==> src/rtl/intr_pkg.sv <==
package intr_pkg;
  localparam int unsigned DW = 32;

  // main status bit positions
  localparam int unsigned M_ALIVE  = 0;
  localparam int unsigned M_WAKE   = 1;
  localparam int unsigned M_TEMP   = 6;
  localparam int unsigned M_RFKILL = 7;
  localparam int unsigned M_TXSUM  = 27;
  localparam int unsigned M_FWERR  = 25;
  localparam int unsigned M_ERRSUM = 29;
  localparam int unsigned M_RXSUM  = 31;

  // DMA status bit positions
  localparam int unsigned D_TX0   = 0;
  localparam int unsigned D_TX1   = 1;
  localparam int unsigned D_RX0   = 16;
  localparam int unsigned D_RX1   = 17;
  localparam int unsigned D_HIPRI = 30;
  localparam int unsigned D_ERR   = 31;

  localparam logic [DW-1:0] MAIN_IMPL = (DW'(1) << M_ALIVE) | (DW'(1) << M_WAKE) |
                                        (DW'(1) << M_TEMP)  | (DW'(1) << M_RFKILL) |
                                        (DW'(1) << M_FWERR);
  localparam logic [DW-1:0] DMA_IMPL  = (DW'(1) << D_TX0) | (DW'(1) << D_TX1) |
                                        (DW'(1) << D_RX0) | (DW'(1) << D_RX1) |
                                        (DW'(1) << D_HIPRI) | (DW'(1) << D_ERR);

  typedef enum logic [1:0] {
    SEL_MAIN = 2'd0,
    SEL_MASK = 2'd1,
    SEL_DMA  = 2'd2,
    SEL_IVL  = 2'd3
  } reg_sel_e;
endpackage

==> src/rtl/intr_w1c_reg.sv <==
module intr_w1c_reg #(
  parameter int unsigned       W    = 32,
  parameter logic [W-1:0]      IMPL = '1
) (
  input  logic         clk_i,
  input  logic         rst_ni,
  input  logic [W-1:0] set_i,
  input  logic [W-1:0] clr_i,
  output logic [W-1:0] q_o
);
  logic [W-1:0] q;

  always_ff @(posedge clk_i or negedge rst_ni) begin
    if (!rst_ni) q <= '0;
    else         q <= ((q & ~clr_i) | set_i) & IMPL;  // set beats clear
  end

  assign q_o = q;

  assert_set_wins_R5: assert property (@(posedge clk_i) disable iff (!rst_ni)
    |(set_i & IMPL) |=> ((q_o & $past(set_i & IMPL)) == $past(set_i & IMPL)));
endmodule

==> src/rtl/intr_coalesce_timer.sv <==
module intr_coalesce_timer #(
  parameter int unsigned TICK_CYCLES = 3200,
  parameter int unsigned IVL_W       = 16
) (
  input  logic             clk_i,
  input  logic             rst_ni,
  input  logic             pending_i,
  input  logic             urgent_i,
  input  logic [IVL_W-1:0] interval_i,
  output logic             fire_o
);
  localparam int unsigned PW = $clog2(TICK_CYCLES + 1);
  localparam logic [PW-1:0] PRE_LAST = PW'(TICK_CYCLES - 1);

  logic [PW-1:0]    pre_q;
  logic [IVL_W-1:0] tick_q;
  logic             armed_q, fire_q;
  logic             pre_wrap, tick_done;

  assign pre_wrap  = (pre_q == PRE_LAST);
  assign tick_done = ({1'b0, tick_q} + 1'b1) >= {1'b0, interval_i};

  always_ff @(posedge clk_i or negedge rst_ni) begin
    if (!rst_ni) begin
      pre_q <= '0; tick_q <= '0; armed_q <= 1'b0; fire_q <= 1'b0;
    end else if (!pending_i) begin
      pre_q <= '0; tick_q <= '0; armed_q <= 1'b0; fire_q <= 1'b0;
    end else if (!fire_q) begin
      if (urgent_i || interval_i == '0) begin
        fire_q <= 1'b1;
      end else if (!armed_q) begin
        armed_q <= 1'b1; pre_q <= '0; tick_q <= '0;
      end else if (pre_wrap) begin
        pre_q <= '0;
        if (tick_done) fire_q <= 1'b1;
        else           tick_q <= tick_q + 1'b1;
      end else begin
        pre_q <= pre_q + 1'b1;
      end
    end
  end

  assign fire_o = fire_q;

  assert_zero_ivl_R8: assert property (@(posedge clk_i) disable iff (!rst_ni)
    (pending_i && interval_i == '0) |=> fire_o);
  assert_bypass_R9: assert property (@(posedge clk_i) disable iff (!rst_ni)
    (pending_i && urgent_i) |=> fire_o);
  assert_drop_R10: assert property (@(posedge clk_i) disable iff (!rst_ni)
    !pending_i |=> !fire_o);
  assert_fire_cause_R6: assert property (@(posedge clk_i) disable iff (!rst_ni)
    $rose(fire_o) |-> $past(pending_i));
endmodule

==> src/rtl/intr_coalesce_ctrl.sv <==
module intr_coalesce_ctrl
  import intr_pkg::*;
#(
  parameter int unsigned TICK_CYCLES = 3200,
  parameter int unsigned IVL_W       = 16,
  parameter int unsigned AW          = 4
) (
  input  logic          clk_i,
  input  logic          rst_ni,
  input  logic          we_i,
  input  logic [AW-1:0] addr_i,
  input  logic [31:0]   wdata_i,
  output logic [31:0]   rdata_o,
  input  logic          evt_alive_i,
  input  logic          evt_wake_i,
  input  logic          evt_temp_i,
  input  logic          evt_rfkill_i,
  input  logic          evt_fw_err_i,
  input  logic          dma_err_i,
  input  logic          dma_hipri_i,
  input  logic [1:0]    dma_rx_i,
  input  logic [1:0]    dma_tx_i,
  output logic          irq_o
);
  logic [DW-1:0]    main_set, dma_set, main_clr, dma_clr;
  logic [DW-1:0]    main_q, dma_q, main_word, mask_q;
  logic [IVL_W-1:0] ivl_q;
  logic             sel_ok, pending, urgent;
  reg_sel_e         sel;

  assign sel    = reg_sel_e'(addr_i[3:2]);
  assign sel_ok = (addr_i[1:0] == 2'b00) && (addr_i >> 4) == '0;

  always_comb begin
    main_set = '0;
    main_set[M_ALIVE]  = evt_alive_i;
    main_set[M_WAKE]   = evt_wake_i;
    main_set[M_TEMP]   = evt_temp_i;
    main_set[M_RFKILL] = evt_rfkill_i;
    main_set[M_FWERR]  = evt_fw_err_i;
    dma_set = '0;
    dma_set[D_ERR]   = dma_err_i;
    dma_set[D_HIPRI] = dma_hipri_i;
    dma_set[D_RX0]   = dma_rx_i[0];
    dma_set[D_RX1]   = dma_rx_i[1];
    dma_set[D_TX0]   = dma_tx_i[0];
    dma_set[D_TX1]   = dma_tx_i[1];
  end

  assign main_clr = (we_i && sel_ok && sel == SEL_MAIN) ? wdata_i : '0;
  assign dma_clr  = (we_i && sel_ok && sel == SEL_DMA)  ? wdata_i : '0;

  intr_w1c_reg #(.W(DW), .IMPL(MAIN_IMPL)) u_main (
    .clk_i, .rst_ni, .set_i(main_set), .clr_i(main_clr), .q_o(main_q));

  intr_w1c_reg #(.W(DW), .IMPL(DMA_IMPL)) u_dma (
    .clk_i, .rst_ni, .set_i(dma_set), .clr_i(dma_clr), .q_o(dma_q));

  always_ff @(posedge clk_i or negedge rst_ni) begin
    if (!rst_ni) begin
      mask_q <= '0;
      ivl_q  <= '0;
    end else if (we_i && sel_ok) begin
      if (sel == SEL_MASK) mask_q <= wdata_i;
      if (sel == SEL_IVL)  ivl_q  <= wdata_i[IVL_W-1:0];
    end
  end

  // summary bits are live views of the DMA word
  always_comb begin
    main_word = main_q;
    main_word[M_ERRSUM] = dma_q[D_ERR];
    main_word[M_RXSUM]  = dma_q[D_HIPRI] | dma_q[D_RX1] | dma_q[D_RX0];
    main_word[M_TXSUM]  = dma_q[D_TX1] | dma_q[D_TX0];
  end

  assign pending = |(main_word & mask_q);
  assign urgent  = dma_q[D_HIPRI] & mask_q[M_RXSUM];

  intr_coalesce_timer #(.TICK_CYCLES(TICK_CYCLES), .IVL_W(IVL_W)) u_timer (
    .clk_i, .rst_ni, .pending_i(pending), .urgent_i(urgent),
    .interval_i(ivl_q), .fire_o(irq_o));

  always_comb begin
    rdata_o = '0;
    if (sel_ok) begin
      unique case (sel)
        SEL_MAIN: rdata_o = main_word;
        SEL_MASK: rdata_o = mask_q;
        SEL_DMA:  rdata_o = dma_q;
        SEL_IVL:  rdata_o = 32'(ivl_q);
        default:  rdata_o = '0;
      endcase
    end
  end

  assert_err_summary_R4: assert property (@(posedge clk_i) disable iff (!rst_ni)
    dma_err_i |=> main_word[M_ERRSUM]);
  assert_masked_quiet_R6: assert property (@(posedge clk_i) disable iff (!rst_ni)
    (mask_q == '0) |=> !irq_o);
endmodule

==> config.mk <==
export PLATFORM = sky130hd
export DESIGN_NAME = intr_coalesce_ctrl
export DESIGN_NICKNAME = d
export VERILOG_FILES = /design/src/rtl/intr_pkg.sv /design/src/rtl/intr_w1c_reg.sv /design/src/rtl/intr_coalesce_timer.sv /design/src/rtl/intr_coalesce_ctrl.sv
export SDC_FILE = /design/constraint.sdc
export NUM_CORES = 1
export LEC_CHECK = 0
export BUFFER_PORTS_ARGS = -buffer_cell sky130_fd_sc_hd__buf_2
export CAP_MARGIN = 40
export CORE_MARGIN = 4
export CORE_UTILIZATION = 61
export CTS_CLUSTER_SIZE = 20
export DETAILED_ROUTE_END_ITERATION = 10
export GPL_TIMING_DRIVEN = 0
export PLACE_DENSITY = 0.95
export SLEW_MARGIN = 20
export SYNTH_ARGS = -nofsm -noshare
export SYNTH_HDL_FRONTEND = slang
export SYNTH_SLANG_ARGS = --single-unit
==> constraint.sdc <==
create_clock -name clk_i -period 6.84 [get_ports clk_i]
set_clock_uncertainty 0.05 [all_clocks]
set_input_delay 0.684 -clock clk_i [delete_from_list [all_inputs] [get_ports clk_i]]
set_output_delay 0.684 -clock clk_i [all_outputs]
set_load 0.02 [all_outputs]
== Word level (Yosys, flattened, before mapping) ==
Index checks and enable logic that the tools add are counted.

* Bits in registers: 89
* Bits in latches: 0
* RAM bits: 0
* Bits in read-only memories: 0
* Input port bits: 50
* Output and inout bits: 33
* Logic and storage cells: 67
* Memories: 0

* Add/subtract/negate cells: 3
* Multipliers: 0
* Divide/modulo/power cells: 0
* Magnitude comparators: 1
* Equal/unequal tests: 8
* Shift-type cells: 0
* Multiplexer cells: 24
* Bitwise logic cells: 11
* Reduce and logical (&&, ||, !) cells: 12

{| class="wikitable"
|+ Operators with widths
! kind !! count
|-
| 32-bit case mux with 4 select lines || 1
|-
| 16-bit two-way mux || 6
|-
| 32-bit AND || 2
|-
| 32-bit two-way mux || 2
|-
| 12-bit two-way mux || 5
|-
| 32-bit NOT || 1
|-
| 32-bit OR || 1
|-
| 32-bit OR reduction || 1
|-
| 26-bit AND || 1
|-
| 26-bit two-way mux || 1
|-
| 26-bit NOT || 1
|-
| 26-bit OR || 1
|-
| 16-bit by 1-bit adder with 17-bit output (second input constant) || 1
|-
| 17-bit by 16-bit >= comparator with 1-bit output || 1
|-
| 16-bit by 1-bit adder with 16-bit output (second input constant) || 1
|-
| 16-bit logical NOT || 1
|-
| 12-bit by 1-bit adder with 12-bit output (second input constant) || 1
|-
| 12-bit equality test (second input constant) || 1
|-
| 1-bit two-way mux || 9
|-
| 3-bit inequality test (second input constant) || 2
|-
| 2-bit AND reduction || 3
|-
| 2-bit equality test (second input constant) || 2
|-
| 2-bit logical NOT || 2
|-
| 2-bit inequality test (second input constant) || 2
|-
| other kinds (6) || 10
|}

== Longest topological paths before layout ==
* Depth after elaboration: 8
* Mapped depth: 14
* Gate-level depth less buffers: 12

== Hierarchy ==
Synthesis repeated with hierarchy kept, for this count alone.

* Cells, all modules: 684
* Area, all modules: 6537.5 sq um

{| class="wikitable"
|+ By module, submodules not included
! module !! instances !! cells each !! area an instance (sq um) !! seq. area each (sq um)
|-
| intr_coalesce_ctrl || 1 || 313 || 3363.2 || 1201.2
|-
| intr_coalesce_timer || 1 || 283 || 2369.8 || 750.7
|-
| intr_w1c_reg at u_dma || 1 || 45 || 416.6 || 150.1
|-
| intr_w1c_reg at u_main || 1 || 43 || 387.9 || 125.1
|}

== Worst setup path before layout ==
Ideal clock, no wire load.

* Path kind: input port to output port
* Start: input port addr_i[1]
* End: output port rdata_o[27]
* Arrival time: 2.250 ns
* Required time: 6.106 ns
* Slack: 3.856 ns
* Stages on the path: 3
* Buffers on the path: 1
* Cell sequence: or2_2 clkbuf_1 a2111oi_0

* Longest elaborated chain between the ends: 2

{| class="wikitable"
|+ Ends and longest elaborated chain
! item !! RTL line !! RTL
|-
| start: declaration || intr_coalesce_ctrl.sv:11 || <nowiki>input logic [AW-1:0] addr_i,</nowiki>
|-
| 2-bit logical NOT || intr_coalesce_ctrl.sv:32 || <nowiki>assign sel_ok = (addr_i[1:0] == 2'b00) && (addr_i >> 4) == '0;</nowiki>
|-
| 32-bit two-way mux || intr_coalesce_ctrl.sv:86 || <nowiki>if (sel_ok) begin</nowiki>
|-
| end: declaration || intr_coalesce_ctrl.sv:13 || <nowiki>output logic [31:0] rdata_o,</nowiki>
|}

Every way passes these cells.

== Final worst setup path ==
* Start: register u_timer.tick_q[0]
* End: register u_timer.tick_q[0]

* Longest elaborated chain between the ends: 7
* Elaborated cells on any way between the ends: 11
* Those cells by class: 2 x add/sub; 1 x order compare; 1 x eq/ne; 6 x mux; 1 x reduce/logical

{| class="wikitable"
|+ Ends and longest elaborated chain
! item !! RTL line !! RTL
|-
| start: declaration || intr_coalesce_timer.sv:16 || <nowiki>logic [IVL_W-1:0] tick_q;</nowiki>
|-
| start signal: assignment || intr_coalesce_timer.sv:36 || <nowiki>else tick_q <= tick_q + 1'b1;</nowiki>
|-
| parallel branches: the longest is 7 deep, another holds 16-bit by 1-bit adder with 17-bit output || n/a ||
|}

Several ways; the timed one is not identified. The select of a mux whose other input is x is not followed.
A chain may end at the register's enable or synchronous reset.

==> impl_results.md <==
- Run status: finished clean
- Kind of critical path: reg -> reg
- Vias after detailed routing: around 4.4k
- Overall track demand over capacity in global routing: 27.93%
- Clock latency reported for the late side of the worst-skew pair: 370 ps
- Count of cell types in the netlist: 50
- Crit end category: flip-flop
- Post-synthesis sequential area ratio: 44.86%
- Buffers inserted during post-CTS setup optimization: 0
- TritonRoute pass-1 iters: 5
- Clock H-tree levels: 3
- Critical-path maximum fanout: 10
- Placer congestion estimate: 0.8828
- TritonCTS clock tree: built
- Cell area after technology mapping: 4965 um^2
- Number of buffer cells added on primary ports: slightly above 80
- CP Launch Type: flip-flop
- Worst Tran Pin Value: about 800 ps
- Routed WL per cell: between 15 and 20 um
- Mux cell area share after synthesis: about an eighth
- Total overflow reported by the global router: 0
- Period utilisation layout: approximately 53%
- Register share of total power: a little under 50%
- Critical path required time: ~7000 ps
- Via count of the first global-routing pass: 4536
- CP arrival: 3830 ps
- Post-detailed-route DRC marker count: 0
- Via density per instance: about 6.3
- Antenna cell count: 0
- Number of enable-type register cells in the synthesized netlist: 0
- Classification of the worst-slack hold path: in -> async
- Detail Route Antenna Nets: 0
- CTS buffer count: 9
- Final period demand of the worst path: 3618 ps
- Slew headroom: between 40% and 50%
- Hold_buf cts: 0
- Top achievable clock speed: around 0.28 GHz
- Total wire length after detailed routing: approximately 13000 um
- Number of maximum-capacitance constraint violations: 0
- Area grow syn2layout: 15.47%
- Fraction of power consumed by the clock network: between 20% and 30%
- Post-Route Setup TNS: 0 ps
- Fraction of final layout cells with drive strength greater than 1: around 24%
- Vertical die dimension: between 90 and 100 um
- Max Buffers Root-to-Sink: 2
- Total setup violations reported at the end of the flow: 0
- Core area: slightly below 8000 um^2
- Power Dens Cells: 236.3 nW/um^2
- Internal power component: slightly above 900 uW
- Setup repair after global routing missed its margin: false
- Pins Over Slew Limit: 0
- Area fraction in and, or, nand and nor cells after synthesis: between 10% and 20%
- Synth Warn #: 0
- CTS-repair resized insts: 0
- Share of total power consumed by net switching: 32.16%
- Post-Synth XOR/XNOR Area: 3.528%
- Most used DFF post-synth: sky130_fd_sc_hd__dfrtp_1
- Final hold slack: between 200 and 250 ps
- Initial antenna violation count: 0
- Combinational family with the most area after synthesis: simple AND/OR/NAND/NOR gates
- Async S/R FF share, synth: 100.0%
- DPL Wire Length: about 9600 um
- Number of nets in the layout: between 600 and 700
- Floorplan die area: about 9600 um^2
- Cell at the root of the clock tree: sky130_fd_sc_hd__clkbuf_8
- Switching power of the nets: 435.6 uW
- Synthesized Nets: between 500 and 600
- Clock transition at the registers of the reported paths: 90 ps
- Initial Utilization: between 60% and 70%
- Largest net degree at the start of global routing: 55
- Most common cell after layout, fill and taps aside: sky130_fd_sc_hd__dfrtp_1
- DRC marker count from the first detailed-route iteration: between 300 and 400
- Static Leakage: 2.710 nW
- First-pass GRT wire length: roughly 22000 um
- Adder-cell area share of the yosys netlist: 4.536%
- Flops & latches, synth: slightly below 90
- Die Wd: around 98 um
- Synth Instances: about 510
- Highest-count cells in the layout ignoring fill and taps: sky130_fd_sc_hd__dfrtp_1, sky130_fd_sc_hd__buf_2, sky130_fd_sc_hd__nand2_1
- Boundary pin count: 83
- IR Drop Worst-Case VDD: between 150 and 200 uV
- Combinational share of power: between 20 and 25%
- Post-synthesis average cell area: just under 10 um^2
- Rows: 32
- Clock Sinks: 89
- Compound-gate portion of the synthesized area: 12.70%
- Hold Violations, Final: 0
==> per-stage QoR <==
step | instance area [um^2] | setup slack (ps) | utilization, % | std cells | total power [mW]
CTS | 5733 | 3247 | 73.43 | 711 | 1.351
detailed placement | 5528 | 3293 | 70.80 | 695 | 0.9755
floorplan | 4965 | 3856 | - | 511 | 0.8655
finish | 5733 | 3222 | 73.43 | 711 | 1.354
global placement | 5498 | 3417 | 70.42 | 694 | 0.9484
global route | 5733 | 2770 | 73.43 | 711 | 1.419
==> power groups by stage <==
stage | Sequential [mW] | Combinational, mW | Clock, mW
after floorplan | 0.657 | 0.208 | 0
after global placement | 0.667 | 0.281 | 0
after detailed placement | 0.674 | 0.301 | 0
after CTS | 0.664 | 0.305 | 0.382
after global routing | 0.674 | 0.338 | 0.407
final | 0.666 | 0.307 | 0.381
==> state kept, by name (all words and copies together), names as in the netlist <==
register and cells:
ivl_q 16, u_timer.pre_q 12, u_dma.q_o 6, mask_q 32, u_main.q_o 5, u_timer.armed_q 1
u_timer.fire_o 1, u_timer.tick_q 16
==> cells by family (layout without fill, tap and decap cells) <==
| logic type | after synthesis | in the layout |
|---|---|---|
| AO/OA/AOI/OAI | 94 | 94 |
| XOR/XNOR | 20 | 20 |
| adder cells (fa/ha/maj) | 18 | 18 |
| buffers and inverters | 44 | 142 |
| flip-flops | 89 | 89 |
| multiplexers | 52 | 52 |
| AND/OR/NAND/NOR | 194 | 194 |
==> synth_stat cells (2+ instances only) <==
cell type	count	area, um^2
sky130_fd_sc_hd__a2111oi_0	3	26.28
sky130_fd_sc_hd__a21o_1	14	105.1
sky130_fd_sc_hd__a21oi_1	14	70.07
sky130_fd_sc_hd__a221o_1	4	40.04
sky130_fd_sc_hd__a22oi_1	8	60.06
sky130_fd_sc_hd__and2_1	4	25.02
sky130_fd_sc_hd__and2_4	3	26.28
sky130_fd_sc_hd__and3_1	13	81.33
sky130_fd_sc_hd__and4_1	4	35.03
sky130_fd_sc_hd__buf_1	3	11.26
sky130_fd_sc_hd__buf_2	2	10.01
sky130_fd_sc_hd__clkbuf_1	19	71.32
sky130_fd_sc_hd__dfrtp_1	89	2227
sky130_fd_sc_hd__ha_1	18	225.2
sky130_fd_sc_hd__inv_1	19	71.32
sky130_fd_sc_hd__mux2_2	35	394.1
sky130_fd_sc_hd__mux2i_1	15	150.1
sky130_fd_sc_hd__mux4_2	2	45.04
sky130_fd_sc_hd__nand2_1	69	259.0
sky130_fd_sc_hd__nand2b_1	5	31.28
sky130_fd_sc_hd__nand3_1	21	105.1
sky130_fd_sc_hd__nand4_1	10	62.56
sky130_fd_sc_hd__nor2_1	40	150.1
sky130_fd_sc_hd__nor2b_1	3	18.77
sky130_fd_sc_hd__nor3_1	9	45.04
sky130_fd_sc_hd__nor4_1	4	25.02
sky130_fd_sc_hd__o211ai_1	3	22.52
sky130_fd_sc_hd__o21a_1	3	22.52
sky130_fd_sc_hd__o21ai_0	33	165.2
sky130_fd_sc_hd__o31ai_1	2	15.01
sky130_fd_sc_hd__or2_2	2	12.51
sky130_fd_sc_hd__or4_1	2	15.01
sky130_fd_sc_hd__xnor2_1	9	78.83
sky130_fd_sc_hd__xor2_1	11	96.34
==> area by class of cell <==
cell class	instances	area [um^2]
Sequential cell	89	2227
Tap cell	102	127.6
Timing Repair Buffer	82	435.4
Fill cell	530	2074
Clock inverter	5	63.81
Inverter	19	71.32
Buffer	25	103.9
Multi-Input combinational cell	378	2562
Clock buffer	11	141.4
==> worst paths after layout <==
check                                                   start  slack, ps  cells after the start                       endpoint
worst max-delay path            u_timer.tick_q[0]$_DFFE_PN0P_       3220                     13  u_timer.tick_q[0]$_DFFE_PN0P_
worst min-delay path                                   rst_ni        220                      1  u_timer.pre_q[11]$_DFFE_PN0P_
worst max register to register  u_timer.tick_q[0]$_DFFE_PN0P_       3220                     13  u_timer.tick_q[0]$_DFFE_PN0P_
worst min register to register         mask_q[23]$_DFFE_PN0P_        450                      1         mask_q[23]$_DFFE_PN0P_
max in group asynchronous                              rst_ni       5880                      2  u_timer.tick_q[2]$_DFFE_PN0P_
min in group clk_i                                dma_rx_i[1]        450                      2        u_dma.q_o[17]$_DFF_PN0_
==> critical path: stages (launching register included) <==
cell                        delay, ps
sky130_fd_sc_hd__dfrtp_1          450
sky130_fd_sc_hd__ha_1             240
sky130_fd_sc_hd__nand3_1          220
sky130_fd_sc_hd__nor2_2           330
sky130_fd_sc_hd__nand2_1          110
sky130_fd_sc_hd__xnor2_1          170
sky130_fd_sc_hd__ha_1             300
sky130_fd_sc_hd__nand3_1           90
sky130_fd_sc_hd__nor3_1           240
sky130_fd_sc_hd__nand2_1          140
sky130_fd_sc_hd__o2111ai_1        570
sky130_fd_sc_hd__clkbuf_1         390
sky130_fd_sc_hd__nand3_1          120
sky130_fd_sc_hd__o31ai_1           90
==> per-layer routing <==
layer  wire, um  track usage [%]
met5          0                0
met4        432            11.55
met3        963            5.786
met2       6463            47.02
met1       5115            35.26
No activity file was read; power rests on OpenSTA's default activity.
